$ cat src/rtl/eth_tx_engine.sv
module eth_tx_engine #(
  parameter int TXD_W   = 4,
  parameter int LEN_W   = 16,
  parameter int MIN_LEN = 60,
  parameter int PRE_LEN = 7
) (
  input  logic             clk,
  input  logic             rst_n,
  input  logic [LEN_W-1:0] max_len,
  input  logic [2:0]       irq_mask,
  input  logic             gstop,
  input  logic             in_valid,
  input  logic [7:0]       in_data,
  input  logic             in_buf_end,
  input  logic             in_frame_last,
  input  logic             in_crc_en,
  output logic             in_ready,
  output logic [TXD_W-1:0] txd,
  output logic             tx_en,
  output logic             buf_done,
  output logic             frame_done,
  output logic             frame_babble,
  output logic [LEN_W-1:0] frame_len,
  output logic             stopped,
  output logic             irq_buf,
  output logic             irq_frame,
  output logic             irq_babble
);

  localparam int STEPS = 8 / TXD_W;
  localparam int NIB_W = (STEPS > 1) ? $clog2(STEPS) : 1;
  localparam int CNT_W = (PRE_LEN + 2 > 4) ? $clog2(PRE_LEN + 2) : 2;

  typedef enum logic [2:0] {S_IDLE, S_PRE, S_DATA, S_PAD, S_FCS} st_t;

  st_t              state;
  logic [NIB_W-1:0] nib;
  logic [CNT_W-1:0] cnt;
  logic [7:0]       byte_q;
  logic [31:0]      crc_q, fcs_q;
  logic [LEN_W-1:0] len_q;
  logic             crc_en_q, last_q;

  function automatic logic [31:0] crc_byte(input logic [31:0] c, input logic [7:0] d);
    logic [31:0] r;
    r = c;
    for (int i = 0; i < 8; i++)
      r = (r >> 1) ^ ((r[0] ^ d[i]) ? 32'hEDB88320 : 32'h0);
    return r;
  endfunction

  logic             step_last, take, finish, need_pad;
  logic [LEN_W-1:0] tot_len;

  assign tx_en     = (state != S_IDLE);
  assign step_last = (nib == NIB_W'(STEPS - 1));
  assign txd       = tx_en ? byte_q[nib*TXD_W +: TXD_W] : '0;
  assign need_pad  = (len_q < LEN_W'(MIN_LEN));
  assign tot_len   = len_q + (crc_en_q ? LEN_W'(4) : LEN_W'(0));
  assign stopped   = gstop && (state == S_IDLE);
  assign take      = step_last && ((state == S_PRE && cnt == CNT_W'(PRE_LEN + 1)) ||
                                   (state == S_DATA && !last_q));
  assign finish    = step_last && ((state == S_FCS && cnt == CNT_W'(3)) ||
                     (((state == S_DATA && last_q) || state == S_PAD) && !need_pad && !crc_en_q));
  assign in_ready  = take;

  always_ff @(posedge clk or negedge rst_n) begin
    if (!rst_n) begin
      state    <= S_IDLE;
      nib      <= '0;
      cnt      <= '0;
      byte_q   <= '0;
      crc_q    <= '1;
      fcs_q    <= '0;
      len_q    <= '0;
      crc_en_q <= 1'b0;
      last_q   <= 1'b0;
    end else begin
      if (tx_en) nib <= step_last ? '0 : nib + 1'b1;
      if (take) begin
        state  <= S_DATA;
        byte_q <= in_data;
        crc_q  <= crc_byte(crc_q, in_data);
        len_q  <= len_q + 1'b1;
        last_q <= in_buf_end && in_frame_last;
      end else begin
        case (state)
          S_IDLE:
            if (in_valid && !gstop) begin
              state    <= S_PRE;
              nib      <= '0;
              byte_q   <= 8'h55;
              cnt      <= CNT_W'(1);
              crc_q    <= '1;
              len_q    <= '0;
              crc_en_q <= in_crc_en;
              last_q   <= 1'b0;
            end
          S_PRE:
            if (step_last) begin
              byte_q <= (cnt == CNT_W'(PRE_LEN)) ? 8'hD5 : 8'h55;
              cnt    <= cnt + 1'b1;
            end
          S_DATA, S_PAD:
            if (step_last) begin
              if (need_pad) begin
                state  <= S_PAD;
                byte_q <= 8'h00;
                crc_q  <= crc_byte(crc_q, 8'h00);
                len_q  <= len_q + 1'b1;
              end else if (crc_en_q) begin
                state  <= S_FCS;
                byte_q <= ~crc_q[7:0];
                fcs_q  <= ~crc_q;
                cnt    <= '0;
              end else begin
                state <= S_IDLE;
              end
            end
          S_FCS:
            if (step_last) begin
              if (cnt == CNT_W'(3)) state <= S_IDLE;
              else begin
                byte_q <= fcs_q[15:8];
                fcs_q  <= fcs_q >> 8;
                cnt    <= cnt + 1'b1;
              end
            end
          default: state <= S_IDLE;
        endcase
      end
    end
  end

  always_ff @(posedge clk or negedge rst_n) begin
    if (!rst_n) begin
      buf_done     <= 1'b0;
      frame_done   <= 1'b0;
      frame_babble <= 1'b0;
      frame_len    <= '0;
      irq_buf      <= 1'b0;
      irq_frame    <= 1'b0;
      irq_babble   <= 1'b0;
    end else begin
      buf_done   <= finish || (take && in_buf_end && !in_frame_last);
      frame_done <= finish;
      irq_buf    <= irq_mask[0] && (finish || (take && in_buf_end && !in_frame_last));
      irq_frame  <= irq_mask[1] && finish;
      irq_babble <= irq_mask[2] && finish && (tot_len > max_len);
      if (finish) begin
        frame_len    <= tot_len;
        frame_babble <= (tot_len > max_len);
      end else begin
        frame_babble <= 1'b0;
      end
    end
  end

  p_ready_in_frame_r11: assert property (@(posedge clk) disable iff (!rst_n)
    in_ready |-> tx_en);
  p_txen_low_at_done_r1: assert property (@(posedge clk) disable iff (!rst_n)
    frame_done |-> !tx_en);
  p_frame_with_buf_r3: assert property (@(posedge clk) disable iff (!rst_n)
    frame_done |-> buf_done);
  p_min_len_r4: assert property (@(posedge clk) disable iff (!rst_n)
    frame_done |-> frame_len >= LEN_W'(MIN_LEN));
  p_babble_on_done_r7: assert property (@(posedge clk) disable iff (!rst_n)
    frame_babble |-> frame_done);
  p_hold_when_stopped_r8: assert property (@(posedge clk) disable iff (!rst_n)
    (gstop && !tx_en) |=> !tx_en);
  p_stopped_idle_r8: assert property (@(posedge clk) disable iff (!rst_n)
    stopped |-> !tx_en && !in_ready);
  p_irq_gated_r10: assert property (@(posedge clk) disable iff (!rst_n)
    irq_frame |-> frame_done);

endmodule

$ cat config.mk
export PLATFORM = sky130hd
export DESIGN_NAME = eth_tx_engine
export DESIGN_NICKNAME = d
export VERILOG_FILES = /design/src/rtl/eth_tx_engine.sv
export SDC_FILE = /design/constraint.sdc
export NUM_CORES = 1
export LEC_CHECK = 0
export BUFFER_PORTS_ARGS = -buffer_cell sky130_fd_sc_hd__buf_2
export CORE_MARGIN = 4
export CORE_UTILIZATION = 40
export DETAILED_ROUTE_END_ITERATION = 10
export SYNTH_ARGS = -nofsm -noshare
export SYNTH_HDL_FRONTEND = slang
export SYNTH_SLANG_ARGS = --single-unit
$ cat constraint.sdc
create_clock -name clk -period 7.6 [get_ports clk]
set_input_delay 1.52 -clock clk [delete_from_list [all_inputs] [get_ports clk]]
set_output_delay 1.52 -clock clk [all_outputs]
set_load 0.01 [all_outputs]
Yosys cells after proc, flatten, opt, wreduce, memory -nomap -nowiden. Index checks and enable logic that the tools add are counted.

Register bits: 120. Input port bits: 34. Output and inout port bits: 29.

Add/subtract/negate cells: 4. Order comparisons: 2. Equal/unequal tests: 23. Shifts and indexed selects: 1. Muxes and demuxes: 69. Bitwise operators: 27. Reductions and logical operators: 42.

Operators with widths (count): $mux W32 (25); $xor A31 B32 Y32 (16); $pmux W32 S2 (2); $mux W8 (9); $mux W16 (4); $mux W4 (8); $not A32 Y32 (1); $pmux W16 S2 (1); $pmux W8 S4 (1); $mux W3 (8); $logic_and A1 B1 Y1 (17); $add A16 B1 Y16 const B (1); $add A16 B3 Y16 (1); $gt A16 B16 Y1 (1); $lt A16 B6 Y1 const B (1); $pmux W4 S4 (1); $ne A3 B3 Y1 const B (5); $ne A2 B2 Y1 const B (7); $reduce_and A7 Y1 (2); $pmux W3 S4 (1); $mux W1 (9); $reduce_and A9 Y1 (1); $not A8 Y8 (1); $shiftx A8 B4 Y4 (1); 25 further kinds (44).

Depth between registers and ports, before layout. Gate-level depths: netlist of run 1.

Depth in word-level cells: 25. Depth in mapped cells: 13. Mapped depth without buffers: 13.

Least setup slack after synthesis of run 1. No wires, ideal clock.

Path kind: input to output. Start point: input gstop. End point: output stopped. Arrival time: 1.666 ns. Required time: 6.080 ns. Slack: 4.414 ns. Cell stages on the path: 1. Path through: and2_1.

Longest elaborated chain between the ends: 1.

RTL lines: start, declared (RTL line 11) `input logic gstop,`; $logic_and A1 B1 Y1 (RTL line 60) `assign stopped = gstop && (state == S_IDLE);`; end, declared (RTL line 24) `output logic stopped,`.

No other way between the ends.

Worst setup path after layout of run 1.
Start point: register nib. End point: output in_ready.

Longest elaborated chain between the ends: 1.

RTL lines: start, declared (RTL line 37) `logic [NIB_W-1:0] nib;`; start signal, assigned (RTL line 79) `if (tx_en) nib <= step_last ? '0 : nib + 1'b1;`; $logic_and A1 B1 Y1 (RTL line 61) `assign take = step_last && ((state == S_PRE && cnt == CNT_W'(PRE_LEN + 1)) ||`; end, declared (RTL line 17) `output logic in_ready,`.

No other way between the ends.

==> results of run 1 <==
## report_power, final
part	internal (mW)	switching [mW]	leakage [nW]
Combinational	1.08	1.27	2.09
Sequential	0.860	0.302	1.40
Clock	0.260	0.237	0.148
## layer usage
metal,vias up,GRT usage,share of wire
li1,2892,-,-
met1,2839,0.252,0.46
met2,138,0.300,0.49
met3,19,0.0367,0.041
met4,0,0.0400,0.013
met5,-,0,0
## metrics by stage
step                      worst slack (ps)  hold WS [ps]  utilization  cell area (um^2)  std cells
after CTS                             3050           477        0.443              8340       1111
after floorplan                       4410           443            -              7690        821
after global routing                  2810           493        0.443              8340       1111
final                                 3030           470        0.443              8340       1111
after global placement                3490           454        0.427              8040       1095
after detailed placement              3460           460        0.427              8040       1095
## cell families (layout without fill, tap and decap cells)
logic type      Yosys count  count (layout)
mux                      22              22
xor+xnor                153             153
flops                   112             112
compound gates          201             201
buf+inv                  81             111
simple gates            231             231
fa+ha+maj                21              21
## registers in the layout, summed over array words and instances (netlist names), 3 cells and up
signal     flops
crc_q         32
fcs_q         24
frame_len     16
len_q         16
byte_q         8
cnt            4
state          3
## cell usage after synthesis, types with 4 or more instances
| cell | instances | area (um^2) |
|---|---|---|
| and2_1 | 6 | 37.5 |
| o2111ai_1 | 6 | 52.6 |
| o31ai_1 | 11 | 82.6 |
| xnor2_1 | 93 | 815 |
| o21a_1 | 5 | 37.5 |
| nand4_1 | 11 | 68.8 |
| buf_4 | 9 | 67.6 |
| dfrtp_1 | 80 | 2000 |
| nand2_1 | 97 | 364 |
| o211ai_1 | 17 | 128 |
| clkbuf_1 | 17 | 63.8 |
| xnor2_4 | 5 | 138 |
| mux2_2 | 17 | 191 |
| a22oi_1 | 4 | 30.0 |
| o22ai_1 | 4 | 25.0 |
| xor2_1 | 47 | 412 |
| o21ai_0 | 90 | 450 |
| buf_6 | 10 | 113 |
| nor2_1 | 50 | 188 |
| dfstp_2 | 32 | 841 |
| xnor2_2 | 5 | 81.3 |
| a21oi_1 | 21 | 105 |
| a21o_1 | 6 | 45.0 |
| inv_1 | 26 | 97.6 |
| mux2i_1 | 5 | 50.1 |
| a2bb2oi_1 | 4 | 35.0 |
| nor2b_1 | 5 | 31.3 |
| ha_1 | 21 | 263 |
| o311ai_0 | 5 | 43.8 |
| buf_2 | 14 | 70.1 |
| nand3_1 | 28 | 140 |
| a211oi_1 | 6 | 45.0 |
| nor3_1 | 6 | 30.0 |
## worst register-to-register path: stages (launching register included)
cell and delay (ps):
dfrtp_1 700, nand4b_1 350, o2bb2a_4 610, clkinv_2 680, nor2_1 910, o21ai_0 220, o31ai_1 100
## final timing paths
| kind | start | endpoint | slack, ps | cells past startpoint |
|---|---|---|---|---|
| worst max-delay path | nib$_DFF_PN0_ | in_ready | 3030 | 4 |
| worst min-delay path | fcs_q[28]$_DFFE_PN0P_ | fcs_q[28]$_DFFE_PN0P_ | 470 | 2 |
| worst max register to register | nib$_DFF_PN0_ | len_q[13]$_DFFE_PN0P_ | 3950 | 6 |
| worst min register to register | fcs_q[28]$_DFFE_PN0P_ | fcs_q[28]$_DFFE_PN0P_ | 470 | 2 |
| max in group asynchronous | rst_n | fcs_q[31]$_DFFE_PN0P_ | 5130 | 2 |
| min in group asynchronous | rst_n | frame_babble$_DFF_PN0_ | 1150 | 1 |
## final cells by class
cell class              count  area (um^2)  share of cell area
inverters                  29          110              0.0132
multi-input cells         628         4420               0.530
repair buffers             66          343              0.0411
clock buffers               9          225              0.0270
well taps                 260          325              0.0390
clock inverters             7         76.3             0.00915
flip-flops and latches    112         2840               0.341
==> key figures, run 1 <==
Pwr
  • Total power: 4.01 mW
  • Power Dens Cells: 481 nW/um^2
  • Leakage: 3.64 nW
  • Worst IR Drop VDD: 0.317 mV

Finish
  • Layout cells sized above 1: 0.193
  • Most frequent cells in the layout: 97 x nand2_1, 93 x xnor2_1, 90 x o21ai_0
  • ANT cells: 0
  • Commonest non-fill, non-tap cell in the layout: nand2_1
  • Layout fillers: 1894
  • Layout area overhead: 8.44%
  • Layout Nets: 901

Synth
  • Mapped Area: 7690 um^2
  • Largest family of logic cells by synthesized area: XOR/XNOR gates
  • Post-Syn Area per Cell: 9.37 um^2
  • Post-synth ARST share: 1.00
  • Distinct cells, synth: 71
  • Synth Instances: 821
  • Synth Register Bits: 112
  • Predominant post-synthesis flop cell: dfrtp_1
  • Post-synthesis mux area share: 0.0314
  • Post-synthesis xor/xnor area fraction: 0.196
  • Syn_nets: 876
  • Post-synth EDFFs: 0
  • Adder-Cell Fraction of Synth Area: 0.0341
  • Synth Warn #: 0
  • Seq/Total Area, Yosys: 0.369
  • Simple-gate share of the synthesized area: 0.145
  • Compound-Gate Fraction of Synth Area: 0.168

STA
  • RSZ-0062 raised after global routing: no
  • Final worst-path cycle share: 0.602
  • Setup tns final: 0 ps
  • Worst Skew: 15.2 ps
  • Final min period: 4570 ps
  • Pins over their slew limit: 0
  • Measured slew at the worst slew-check pin: 999 ps
  • Hold Vio Cnt, Final: 0
  • Worst rel slew slack: 0.329
  • Final setup vio count: 0
  • Fmax: 0.219 GHz

Status
  • Status: finished, final reports clean

CTS
  • Hold_buf cts: 0
  • Clock Path Buffers: 2
  • Clk sinks: 112
  • Clock root cell: clkbuf_16
  • Postcts setup bufs: 0
  • CTS tree: yes
  • Post-cts resize count: 0
  • Cts bufs inserted: 9
  • Clock Latency Late Sink: 370 ps
  • Reg clk slew, reported paths: 70 ps
  • H-tree Lvls: 3

Routing
  • DRT Pass-1 Iters: 5
  • Post-route ant nets: 0
  • Starting DRT DRC Count: 427
  • Via count: 5888
  • Routed vias/inst: 5.30
  • # DRC: 0
  • Drt total wl: 19400 um
  • WL/cell: 17.5 um

Placement
  • Placer congestion estimate: 0.842
  • Hpwl dp: 13900 um
  • IO Port Bufs: 62

Global route
  • Vias in the first global route: 5622
  • Total track usage: 0.183
  • First-pass GRT wire length: 31600 um
  • Largest net degree at the start of global routing: 69
  • Antenna violations before repair: 0
  • Gr ovfl total: 0

Worst setup path
  • Slowest-stage cell, CP: dfrtp_1
  • Startpoint Class: flip-flop
  • CP peak stage delay: 700 ps
  • Crit-path max FO: 62
  • Req. time, crit path: 6080 ps
  • Critical path class: reg2out
  • Setup crit end kind: output pin
  • WP data arrival: 3050 ps
  • Worst path cell trace: nand4b_1 -> o2bb2a_4 -> clkinv_2 -> buf_2
  • Buffers & Inverters on Critical Path: 2
  • Top cell family by delay on the critical path: buffers and inverters

Min path
  • Hold/Removal Path Class: reg2reg

Die
  • Cell Rows: 50
  • Top-Level Pins: 63
  • Initial Util: 0.409
  • Die area: 21500 um^2
  • Core box area: 18800 um^2
  • Die H: 147 um
  • Die X: 147 um

Flow run
  • # Max-Cap Violations: 0
Note: power is estimated with default switching activity, not from simulation.
==> inputs of run 2 (changes only) <==
- ABC_AREA: not set -> 1
- clock period: 7.6 -> 4.1 ns (I/O delays scaled with it)
==> key figures, run 2 <==
Routing
  • Routed vias/inst: 5.09
  • # DRC: 0
  • WL/cell: 16.0 um
  • DRT Pass-1 Iters: 5
  • Post-route ant nets: 0
  • Via count: 7339
  • Starting DRT DRC Count: 688
  • Drt total wl: 23100 um

Worst setup path
  • Crit-path max FO: 36
  • Worst path cell trace: inv_2 -> nand2_2 -> inv_2 -> nand3_1 -> o21ai_1 -> nand2_2 -> inv_4 -> buf_2
  • Buffers & Inverters on Critical Path: 4
  • WP data arrival: 2860 ps
  • Critical path class: reg2out
  • CP peak stage delay: 490 ps
  • Setup crit end kind: output pin
  • Top cell family by delay on the critical path: buffers and inverters
  • Startpoint Class: flip-flop
  • Slowest-stage cell, CP: inv_4
  • Req. time, crit path: 3280 ps

Finish
  • Most frequent cells in the layout: 329 x nand2_1, 110 x inv_1, 84 x nor2_1
  • Max reg flops: 32
  • Top Registers: crc_q: 32 flops, fcs_q: 24 flops
  • Top reg by flops: crc_q
  • Layout Utilization: 0.449
  • Fin cells: 1442
  • Layout Nets: 1227
  • Layout area overhead: 8.93%
  • Commonest non-fill, non-tap cell in the layout: nand2_1
  • ANT cells: 0
  • Layout cells sized above 1: 0.150

Die
  • Cell Rows: 51
  • Core box area: 19800 um^2
  • Die area: 22700 um^2
  • Die H: 151 um
  • Top-Level Pins: 63
  • Die X: 151 um
  • Initial Util: 0.412

Placement
  • Placer congestion estimate: 0.895
  • IO Port Bufs: 62
  • Hpwl dp: 17100 um
  • DP Worst Slack: 876 ps
  • Dpl cells: 1426

CTS
  • Postcts setup bufs: 0
  • Cts bufs inserted: 9
  • Clock Latency Late Sink: 370 ps
  • H-tree Lvls: 3
  • Post-cts resize count: 0
  • CTS tree: yes
  • Reg clk slew, reported paths: 80 ps
  • Clk sinks: 112
  • Hold_buf cts: 0
  • Clock Path Buffers: 2
  • Clock root cell: clkbuf_16

STA
  • Measured slew at the worst slew-check pin: 837 ps
  • Final min period: 3680 ps
  • Final worst-path cycle share: 0.898
  • Worst rel slew slack: 0.441
  • Setup tns final: 0 ps
  • Fmax: 0.272 GHz
  • RSZ-0062 raised after global routing: no
  • Hold Vio Cnt, Final: 0
  • Worst Setup Slack, final: 420 ps
  • Hold slack: 475 ps
  • Worst Skew: 13.0 ps
  • Pins over their slew limit: 0
  • Final setup vio count: 0

Synth
  • Seq/Total Area, Yosys: 0.349
  • Synth area leader: dfrtp_1
  • Most instantiated cells after synthesis: 329 x nand2_1, 110 x inv_1, 84 x nor2_1
  • Post-synth EDFFs: 0
  • Mapped Area: 8150 um^2
  • Distinct cells, synth: 41
  • Most common cell in the netlist: nand2_1
  • Synth top area cells: dfrtp_1 25%, nand2_1 15%, dfstp_2 10%, xor2_1 7.7%, inv_1 5.1%
  • Synth Register Bits: 112
  • Synth Warn #: 0
  • Predominant post-synthesis flop cell: dfrtp_1
  • Post-synth ARST share: 1.00
  • Yosys top cell area share: 0.246
  • Post-Syn Area per Cell: 7.19 um^2
  • Synth Instances: 1134
  • Syn_nets: 1189

Global route
  • Largest net degree at the start of global routing: 63
  • Total track usage: 0.209
  • First-pass GRT wire length: 36800 um
  • Vias in the first global route: 6868
  • Gr ovfl total: 0
  • Antenna violations before repair: 0

Pwr
  • Worst IR Drop VDD: 0.288 mV
  • Leakage: 4.55 nW
  • Power Dens Cells: 634 nW/um^2

Flow run
  • # Max-Cap Violations: 0

Min path
  • Hold/Removal Path Class: reg2reg

Status
  • Status: finished, final reports clean
==> run 2: path summary, 6_finish.rpt <==
check,cells past startpoint,slack (ps),start,to
max,8,420,state[2]$_DFFE_PN0P_,in_ready
min,2,470,frame_len[3]$_DFFE_PN0P_,frame_len[3]$_DFFE_PN0P_
max reg2reg,11,920,state[2]$_DFFE_PN0P_,fcs_q[24]$_DFFE_PN0P_
min reg2reg,2,470,frame_len[3]$_DFFE_PN0P_,frame_len[3]$_DFFE_PN0P_
max in group asynchronous,2,2750,rst_n,crc_q[18]$_DFFE_PN1P_
min in group asynchronous,1,500,rst_n,frame_len[13]$_DFFE_PN0P_
==> run 2: worst reg2reg max path, cell delays in order (launching register included) <==
cell,delay (ps)
dfrtp_1,380
inv_2,90
nand2_2,250
inv_2,270
nand3_1,140
o21ai_1,90
nand2_2,410
buf_4,440
nand2_2,190
nor2_8,340
inv_2,250
o31ai_1,250
==> run 2: stage by stage <==
stage	total power, mW	cell area (um^2)
floorplan	4.03	8150
global placement	4.69	8600
detailed placement	4.72	8600
CTS	5.63	8880
global route	6.12	8880
finish	5.63	8880
==> run 2: power breakdown <==
group | internal (mW) | switching [mW] | total, mW
clock | 0.436 | 0.456 | 0.893
sequential | 1.45 | 0.316 | 1.76
combinational | 0.998 | 1.98 | 2.98
total | 2.88 | 2.75 | 5.63
==> run 2: area by class of cell <==
class | count | area [um^2]
Timing Repair Buffer | 66 | 368
Clock buffer | 11 | 243
Fill cell | 2034 | 10900
Multi-Input combinational cell | 853 | 4560
Sequential cell | 112 | 2840
Inverter | 130 | 490
Clock inverter | 5 | 41.3
Tap cell | 265 | 332
==> run 2: metal layers <==
metal | routed length, um | vias to the layer above | track usage
li1 | - | 3707 | -
met1 | 10900 | 3413 | 0.291
met2 | 10400 | 187 | 0.334
met3 | 1160 | 32 | 0.0259
met4 | 561 | 0 | 0.0725
met5 | 0 | - | 0
==> run 2: kinds of logic (layout without fill, tap and decap cells) <==
family                     after synthesis  after routing  share of synthesized area
and+or+nand+nor                        542            542                      0.285
AOI/OAI and AO/OA                      189            189                      0.131
buffers and inverters                  169            212                     0.0915
DFF                                    112            112                      0.349
xor gates and xnor gates               101            101                      0.111
adders and majority gates               21             21                     0.0322
